--- src/rtl/memfill_pkg.sv ---
package memfill_pkg;
  localparam logic [2:0] MODE_NONE = 3'd0;
  localparam logic [2:0] MODE_PAT  = 3'd1;
  localparam logic [2:0] MODE_RAND = 3'd2;
  localparam logic [2:0] MODE_EXIT = 3'd3;
  localparam logic [2:0] MODE_ZERO = 3'd4;

  localparam logic [31:0] LFSR_MASK = 32'h80200003;
  localparam logic [31:0] SEED_SUB  = 32'hACE12468;
  localparam logic [31:0] EXIT_WORD = 32'h15000001;

  typedef enum logic [1:0] {ST_START, ST_FILL, ST_DONE, ST_ERR} fill_state_e;

  function automatic logic [31:0] lfsr_step(input logic [31:0] s);
    return s[0] ? ((s >> 1) ^ LFSR_MASK) : (s >> 1);
  endfunction

  function automatic logic mode_valid(input logic [2:0] m);
    return m <= MODE_ZERO;
  endfunction
endpackage

--- src/rtl/memfill_ctrl.sv ---
module memfill_ctrl import memfill_pkg::*; #(
  parameter int ADDR_W = 10
) (
  input  logic              clk,
  input  logic              rst_n,
  input  logic [2:0]        mode_in,
  input  logic [ADDR_W:0]   count_in,
  output logic              load,
  output logic              adv,
  output logic [2:0]        mode_q,
  output logic [ADDR_W-1:0] addr,
  output logic              busy,
  output logic              done,
  output logic              err
);
  localparam logic [ADDR_W:0] DEPTH = (ADDR_W+1)'(1) << ADDR_W;

  fill_state_e       state_q, state_d;
  logic [ADDR_W-1:0] cnt_q, cnt_d;
  logic [ADDR_W:0]   lim_q, lim_d;
  logic [2:0]        mode_d;
  logic              last;

  assign load = (state_q == ST_START);
  assign adv  = (state_q == ST_FILL);
  assign last = (({1'b0, cnt_q} + 1'b1) == lim_q);

  always_comb begin
    state_d = state_q;
    cnt_d   = cnt_q;
    lim_d   = lim_q;
    mode_d  = mode_q;
    case (state_q)
      ST_START: begin
        mode_d = mode_in;
        lim_d  = (count_in > DEPTH) ? DEPTH : count_in;
        cnt_d  = '0;
        if (!mode_valid(mode_in))                      state_d = ST_ERR;
        else if (mode_in == MODE_NONE || count_in == '0) state_d = ST_DONE;
        else                                            state_d = ST_FILL;
      end
      ST_FILL: begin
        cnt_d = cnt_q + 1'b1;
        if (last) state_d = ST_DONE;
      end
      default: ;
    endcase
  end

  always_ff @(posedge clk or negedge rst_n) begin
    if (!rst_n) begin
      state_q <= ST_START;
      cnt_q   <= '0;
      lim_q   <= '0;
      mode_q  <= MODE_NONE;
    end else begin
      state_q <= state_d;
      cnt_q   <= cnt_d;
      lim_q   <= lim_d;
      mode_q  <= mode_d;
    end
  end

  assign addr = cnt_q;
  assign busy = (state_q == ST_START) || (state_q == ST_FILL);
  assign done = (state_q == ST_DONE);
  assign err  = (state_q == ST_ERR);
endmodule

--- src/rtl/memfill_lfsr.sv ---
module memfill_lfsr import memfill_pkg::*; #(
  parameter int BYTES = 4
) (
  input  logic               clk,
  input  logic               rst_n,
  input  logic               load,
  input  logic               adv,
  input  logic [31:0]        seed,
  output logic [8*BYTES-1:0] rand_word
);
  logic [31:0] state_q, state_d;
  logic [31:0] chain [BYTES+1];

  assign chain[0] = state_q;
  for (genvar k = 0; k < BYTES; k++) begin : g_step
    assign chain[k+1] = lfsr_step(chain[k]);
    assign rand_word[8*(BYTES-k)-1 -: 8] = chain[k+1][7:0];
  end

  always_comb begin
    state_d = state_q;
    if (load)     state_d = (seed == '0) ? SEED_SUB : seed;
    else if (adv) state_d = chain[BYTES];
  end

  always_ff @(posedge clk or negedge rst_n) begin
    if (!rst_n) state_q <= SEED_SUB;
    else        state_q <= state_d;
  end
endmodule

--- src/rtl/memfill_datagen.sv ---
module memfill_datagen import memfill_pkg::*; #(
  parameter int PAT_W = 16
) (
  input  logic             clk,
  input  logic             rst_n,
  input  logic             load,
  input  logic [PAT_W-1:0] pat_in,
  input  logic [2:0]       mode_q,
  input  logic [31:0]      rand_word,
  output logic [31:0]      data
);
  logic [7:0] pat_q, pat_d;
  logic       unused_pat_hi;

  assign unused_pat_hi = ^pat_in[PAT_W-1:8];

  always_comb begin
    pat_d = pat_q;
    if (load) pat_d = pat_in[7:0];
  end

  always_ff @(posedge clk or negedge rst_n) begin
    if (!rst_n) pat_q <= '0;
    else        pat_q <= pat_d;
  end

  always_comb begin
    case (mode_q)
      MODE_PAT:  data = {4{pat_q}};
      MODE_RAND: data = rand_word;
      MODE_EXIT: data = EXIT_WORD;
      default:   data = '0;
    endcase
  end
endmodule

--- src/rtl/memfill_seq.sv ---
module memfill_seq import memfill_pkg::*; #(
  parameter int ADDR_W = 10,
  parameter int PAT_W  = 16
) (
  input  logic              clk,
  input  logic              rst_n,
  input  logic [2:0]        fill_mode,
  input  logic [PAT_W-1:0]  fill_byte,
  input  logic [31:0]       fill_seed,
  input  logic [ADDR_W:0]   word_count,
  input  logic              bus_req,
  output logic              bus_ack,
  output logic              bus_stall,
  output logic              wr_en,
  output logic [ADDR_W-1:0] wr_addr,
  output logic [31:0]       wr_data,
  output logic [3:0]        wr_be,
  output logic              busy,
  output logic              done,
  output logic              cfg_err
);
  logic       sync1_q, rst_i;
  logic       load, adv;
  logic [2:0] mode_q;
  logic [31:0] rand_word;

  always_ff @(posedge clk or negedge rst_n) begin
    if (!rst_n) begin
      sync1_q <= 1'b0;
      rst_i   <= 1'b0;
    end else begin
      sync1_q <= 1'b1;
      rst_i   <= sync1_q;
    end
  end

  memfill_ctrl #(.ADDR_W(ADDR_W)) u_ctrl (
    .clk(clk), .rst_n(rst_i), .mode_in(fill_mode), .count_in(word_count),
    .load(load), .adv(adv), .mode_q(mode_q), .addr(wr_addr),
    .busy(busy), .done(done), .err(cfg_err)
  );

  memfill_lfsr #(.BYTES(4)) u_lfsr (
    .clk(clk), .rst_n(rst_i), .load(load), .adv(adv),
    .seed(fill_seed), .rand_word(rand_word)
  );

  memfill_datagen #(.PAT_W(PAT_W)) u_data (
    .clk(clk), .rst_n(rst_i), .load(load), .pat_in(fill_byte),
    .mode_q(mode_q), .rand_word(rand_word), .data(wr_data)
  );

  assign wr_en     = adv;
  assign wr_be     = {4{adv}};
  assign bus_ack   = bus_req & done;
  assign bus_stall = bus_req & ~done;
endmodule

--- config.mk ---
export PLATFORM = sky130hd
export DESIGN_NAME = memfill_seq
export DESIGN_NICKNAME = d
export VERILOG_FILES = /design/src/rtl/memfill_pkg.sv /design/src/rtl/memfill_ctrl.sv /design/src/rtl/memfill_lfsr.sv /design/src/rtl/memfill_datagen.sv /design/src/rtl/memfill_seq.sv
export SDC_FILE = /design/constraint.sdc
export NUM_CORES = 1
export LEC_CHECK = 0
export BUFFER_PORTS_ARGS = -buffer_cell sky130_fd_sc_hd__buf_2
export CAP_MARGIN = 20
export CORE_ASPECT_RATIO = 1.4
export CORE_MARGIN = 4
export CORE_UTILIZATION = 47
export CTS_CLUSTER_SIZE = 20
export DETAILED_ROUTE_END_ITERATION = 12
export HOLD_SLACK_MARGIN = 0.05
export PLACE_DENSITY = 0.77
export SLEW_MARGIN = 20
export SYNTH_ARGS = -nofsm -noshare
export SYNTH_HDL_FRONTEND = slang
export SYNTH_SLANG_ARGS = --single-unit
--- constraint.sdc ---
create_clock -name clk -period 1.8 [get_ports clk]
set_input_delay 0.36 -clock clk [delete_from_list [all_inputs] [get_ports clk]]
set_output_delay 0.36 -clock clk [all_outputs]
set_load 0.03 [all_outputs]
==> results.cfg, run 1 <==
[run_status]
status = finished, violations left
violations = negative setup slack

[timing]
period_needed_ns = 2.37
hold_violations = 0
fin_tns_setup_ns = -7.21
rsz0062_at_grt = yes
fin_hold_ws_ns = 0.224
finalClockSkew_ns = 0.00606
max_freq_mhz = 422
slew_violations = 0
fin_crit_sh = 1.32
fin_ws_ns = -0.570
setup_viol = 33

[global_route]
grt_overflow = 0
grt_max_degree = 42
grt_usage = 0.271
grt_pass1_wl_mm = 20.8
antenna_found_initial = 0
grt_pass1_vias = 4307

[floorplanning]
rows = 39
ioPinCount = 117
dieHeight_um = 116
dieArea_um2 = 9900
initial_core_util = 0.482
fp.dieW_um = 85.2
core-area_um2 = 8150

[clock_network]
clk_pin_slew_ns = 0.06
numCtsBuffers = 9
clk_latency_ns = 0.33
clkSinkCount = 68
cts_buffer_depth = 2
cts_max_level = 3
root_buffer = clkbuf_16
cts_tree = built

[setup_path]
cp_max_fo = 2
crit_required_ns = 1.44
end_kind = output pin
crit_arrival_ns = 2.01
cp-start-kind = flop
reg2reg_slack_ns = -0.12
timing.rr.start = u_ctrl.addr[0]
reg2reg_to = u_ctrl.state_q[0]
reg2reg_depth = 6
critPathKind = reg2out

[drt]
drt_iter0_markers = 350
route.detailed.drc = 0
vias = 4360
wire_per_inst_um = 20.2
viasPerCell = 5.90
firstDrtPassIters = 6
wirelength_mm = 14.9
drtAntennaViolNets = 0

[yosys]
synth_top_flop_cell = dfrtp_1
ys_ff_latch = 68
syn_inst = 474
synth-warning-count = 0
synth-seq-area-share = 0.438
synth.distinct_cells = 45
syn-num-nets = 540
synth-edff-count = 0
syn_area_um2 = 3930
ys_async_sr_fraction = 1.00
syn_avg_cell_area_um2 = 8.28

[power_and_ir_drop]
p_leak_nw = 2.72
power.total_w = 0.00960
peakVddDrop_uv = 1160
power_density_nw_per_um2 = 1550

[layout]
final_nets = 698
final_cells = 739
drive_above_1_share = 0.482
final_common_cell = nand2_1
antenna_cells = 0
syn_to_final_growth_pct = 57.7
final_cell_mix = 101 x nand2_1, 75 x buf_2, 59 x buf_4, 42 x o21ai_0, 42 x dfrtp_1

[place]
dpl.hpwl_mm = 8.52
gp_congestion = 0.860
dp_cells = 696
place_ws_ns = -0.121
port_buffers = 108

[flow_run]
cap_viol_max_count = 0

[hold_path]
hold_path.class = in2reg
holdPathEnd = u_data.pat_q[1]
worstHoldStart = fill_byte[1]
holdPathStages = 3
==> stage by stage <==
step,util,instance area [µm²]
floorplan,-,4160
global placement,0.619,5040
detailed placement,0.619,5040
CTS,0.727,5930
global route,0.760,6190
finish,0.760,6190
==> worst max path at each step <==
| stage | from | end | depth (start not counted) |
|---|---|---|---|
| finish | u_lfsr.state_q[0] | wr_data[1] | 7 |
| global route | u_lfsr.state_q[0] | wr_data[1] | 7 |
| CTS | u_lfsr.state_q[2] | wr_data[1] | 7 |
| detailed placement | u_lfsr.state_q[2] | wr_data[0] | 6 |
| global placement | u_lfsr.state_q[2] | wr_data[0] | 6 |
| floorplan | u_ctrl.mode_q[0] | wr_data[25] | 4 |
==> where the power goes <==
part	switching [W]	internal, W	total (W)
clock	0.000689	0.00136	0.00205
combinational	0.00246	0.00233	0.00479
sequential	0.000597	0.00217	0.00277
==> kinds of logic (layout without fill, tap and decap cells) <==
| group | Yosys count | after routing | synth area share |
|---|---|---|---|
| xor+xnor | 24 | 24 | 0.0535 |
| buf+inv | 45 | 208 | 0.0503 |
| flops | 68 | 68 | 0.438 |
| mux | 20 | 20 | 0.0510 |
| compound gates | 125 | 125 | 0.182 |
| other cells | 1 | 1 | 0.000955 |
| simple gates | 190 | 190 | 0.222 |
| fa+ha+maj | 1 | 1 | 0.00319 |
==> registers in the layout, summed over array words and instances (netlist names) <==
| register | cells |
|---|---|
| u_ctrl.addr | 10 |
| rst_i | 1 |
| sync1_q | 1 |
| u_ctrl.mode_q | 3 |
| u_ctrl.state_q | 2 |
| u_ctrl.lim_q | 11 |
| u_data.pat_q | 8 |
| u_lfsr.state_q | 32 |
==> Yosys cell counts (2+ instances only) <==
cell type,n,share of area
a211oi_2,2,0.0064
a21oi_1,45,0.057
a22o_1,4,0.0089
buf_1,4,0.0038
buf_2,5,0.0064
buf_4,6,0.011
clkbuf_1,22,0.021
dfrtp_1,55,0.35
dfstp_2,13,0.087
inv_1,8,0.0076
mux2i_1,20,0.051
nand2_1,119,0.11
nand3_1,6,0.0076
nand3b_1,7,0.013
nand4_1,2,0.0032
nor2_1,22,0.021
nor2b_1,5,0.0080
nor3_1,5,0.0064
nor4_1,13,0.021
o211ai_1,2,0.0038
o21ai_0,48,0.061
o22ai_1,14,0.022
o311ai_0,2,0.0045
or3_1,2,0.0032
xnor2_1,16,0.036
xor2_1,8,0.018
==> metal layers <==
metal	vias up	global-route usage	share of wire
met1	2050	0.277	0.34
met4	0	0.189	0.073
met3	85	0.0515	0.057
li1	1970	-	-
met5	-	0	0
met2	255	0.494	0.53
==> final cells by class <==
| class | count | area, µm² |
|---|---|---|
| well taps | 102 | 128 |
| flip-flops and latches | 68 | 1730 |
| fillers | 514 | 1960 |
| inverters | 8 | 40.0 |
| repair buffers | 184 | 1430 |
| clock buffers | 10 | 229 |
| clock inverters | 6 | 113 |
| multi-input cells | 361 | 2520 |
==> worst max-delay path: stages (launching register included) <==
cell,delay [ns]
dfrtp_2,0.45
xor2_4,0.21
xnor2_2,0.18
buf_4,0.17
xnor2_2,0.23
nand2_2,0.13
a21oi_4,0.16
buf_6,0.15
==> repair_timing <==
item	in CTS	in global routing
endpoints found under the hold margin	2	0
cloned	0	1
hold buffers	1	0
resized for setup	122	41
pin swaps	25	21
setup endpoints to repair	39	40
setup buffers	19	10
(Power assumes the default switching activity.)
==> run 2: changes to the inputs <==
GPL_TIMING_DRIVEN = 0   (was unset)
PLACE_DENSITY = 0.75   (was 0.77)
==> run 2 against run 1 <==
Against the previous run:
- the flow still finishes with violations (negative setup slack)
- largest cell class unchanged
- sequential power increased by 1%
- register-to-register slack about the same
- via count up 2.3%
- clock power decreased by 9%
- critical path type unchanged
- power fell by 3.9%
- clock-buffer cell count unchanged
- sequential share of layout area fell by 0.13 points
- core utilization up 0.40 points
- wire length grew 2.3%
==> results.cfg, run 2 (synthesis gave the netlist of run 1 again) <==
[setup_path]
critPathKind = reg2out
crit_arrival_ns = 1.88
end_kind = output pin
timing.rr.start = u_ctrl.addr[0]
cp-start-kind = flop
cp_max_fo = 2
reg2reg_to = u_ctrl.state_q[1]
reg2reg_slack_ns = -0.12
reg2reg_depth = 7
crit_required_ns = 1.44

[timing]
fin_crit_sh = 1.24
fin_ws_ns = -0.439
slew_headroom = 0.500
hold_violations = 0
fin_tns_setup_ns = -6.23
period_needed_ns = 2.24
worstMarginPinSlew_ns = 0.750
slew_violations = 0
max_freq_mhz = 447
finalClockSkew_ns = 0.00622
rsz0062_at_grt = yes
setup_viol = 35

[drt]
route.detailed.drc = 0
drtAntennaViolNets = 0
wirelength_mm = 15.3
firstDrtPassIters = 5
drt_iter0_markers = 405
vias = 4462
viasPerCell = 6.06
wire_per_inst_um = 20.7

[floorplanning]
core-area_um2 = 8150
dieArea_um2 = 9900
rows = 39
ioPinCount = 117
initial_core_util = 0.482
fp.dieW_um = 85.2
dieHeight_um = 116

[power_and_ir_drop]
p_clk_frac = 0.202
peakVddDrop_uv = 1260
p_switching_w = 0.00370
power.total_w = 0.00923
power_density_nw_per_um2 = 1480
comb_power_share = 0.493
p_leak_nw = 2.65
internal_power_w = 0.00552
swShare = 0.401
seq_power_share = 0.304

[place]
port_buffers = 108
dp_cells = 685
gp_congestion = 0.890
dpl.hpwl_mm = 8.68
place_ws_ns = -0.451

[layout]
final_common_cell = nand2_1
final_cell_mix = 102 x nand2_1, 73 x buf_2, 46 x buf_6, 44 x o21ai_0, 43 x dfrtp_1
syn_to_final_growth_pct = 58.6
fill_cells = 511
largest_register = u_lfsr.state_q
final_cells = 736
antenna_cells = 0
largest_reg_flops = 32
final_nets = 695
drive_above_1_share = 0.459

[hold_path]
hold_path.class = reg2async

[global_route]
grt_usage = 0.284
grt_overflow = 0
grt_max_degree = 59
antenna_found_initial = 0
grt_pass1_wl_mm = 22.0
grt_pass1_vias = 4425

[flow_run]
cap_viol_max_count = 0

[clock_network]
clk_latency_ns = 0.34
numCtsBuffers = 9
clkSinkCount = 68
cts_tree = built
cts_buffer_depth = 2
clk_pin_slew_ns = 0.06
cts_max_level = 3
root_buffer = clkbuf_16

[run_status]
violations = negative setup slack
status = finished, violations left
==> run 2: worst max path at each step <==
stage / from / endpoint / cells after the start
after floorplan: u_ctrl.mode_q[0] / wr_data[25] / 4
after global placement: u_lfsr.state_q[2] / wr_data[0] / 6
after detailed placement: u_lfsr.state_q[2] / wr_data[0] / 6
after CTS: u_lfsr.state_q[2] / wr_data[0] / 6
after global routing: u_lfsr.state_q[2] / wr_data[0] / 7
final: u_lfsr.state_q[2] / wr_data[9] / 7
==> run 2: layout make-up <==
cell class	count	area, µm²	share of cell area
Multi-Input combinational cell	361	2600	0.418
Inverter	8	53.8	0.00864
Timing Repair Buffer	149	1170	0.189
Buffer	32	226	0.0364
Clock buffer	10	239	0.0384
Clock inverter	6	70.1	0.0113
Tap cell	102	128	0.0205
Sequential cell	68	1740	0.279
==> run 2: worst max-delay path: stages, from the launching register on <==
cell	delay [ns]
dfrtp_2	0.45
buf_12	0.15
xnor2_4	0.19
xnor2_2	0.17
buf_4	0.15
nand2_1	0.06
a21oi_1	0.17
buf_4	0.19
==> run 2: repair_timing <==
item,in CTS,in global routing
pin swaps,30,14
setup buffers,26,13
gates resized for setup,161,51
gates cloned,1,0
hold buffers,1,0
endpoints found under the setup margin,83,65
endpoints found under the hold margin,2,0
==> run 2: power by group through the flow <==
stage	logic (W)	clock network, W	registers (W)
floorplan	0.00196	0	0.00275
global placement	0.00272	0	0.00264
detailed placement	0.00285	0	0.00265
CTS	0.00388	0.00185	0.00273
global route	0.00484	0.00194	0.00286
finish	0.00455	0.00187	0.00281
==> run 2: metrics by stage <==
step                 util  hold WS [ns]  area (µm²)
floorplan               -        0.0644        4160
global placement    0.593         0.146        4830
detailed placement  0.596         0.149        4860
CTS                 0.735         0.163        5990
global route        0.764         0.173        6230
finish              0.764         0.154        6230
==> run 2: per-layer routing <==
metal  track usage  part of all wire
met1         0.309              0.35
met2         0.518              0.54
met3        0.0663             0.064
met4         0.133             0.052
met5             0                 0
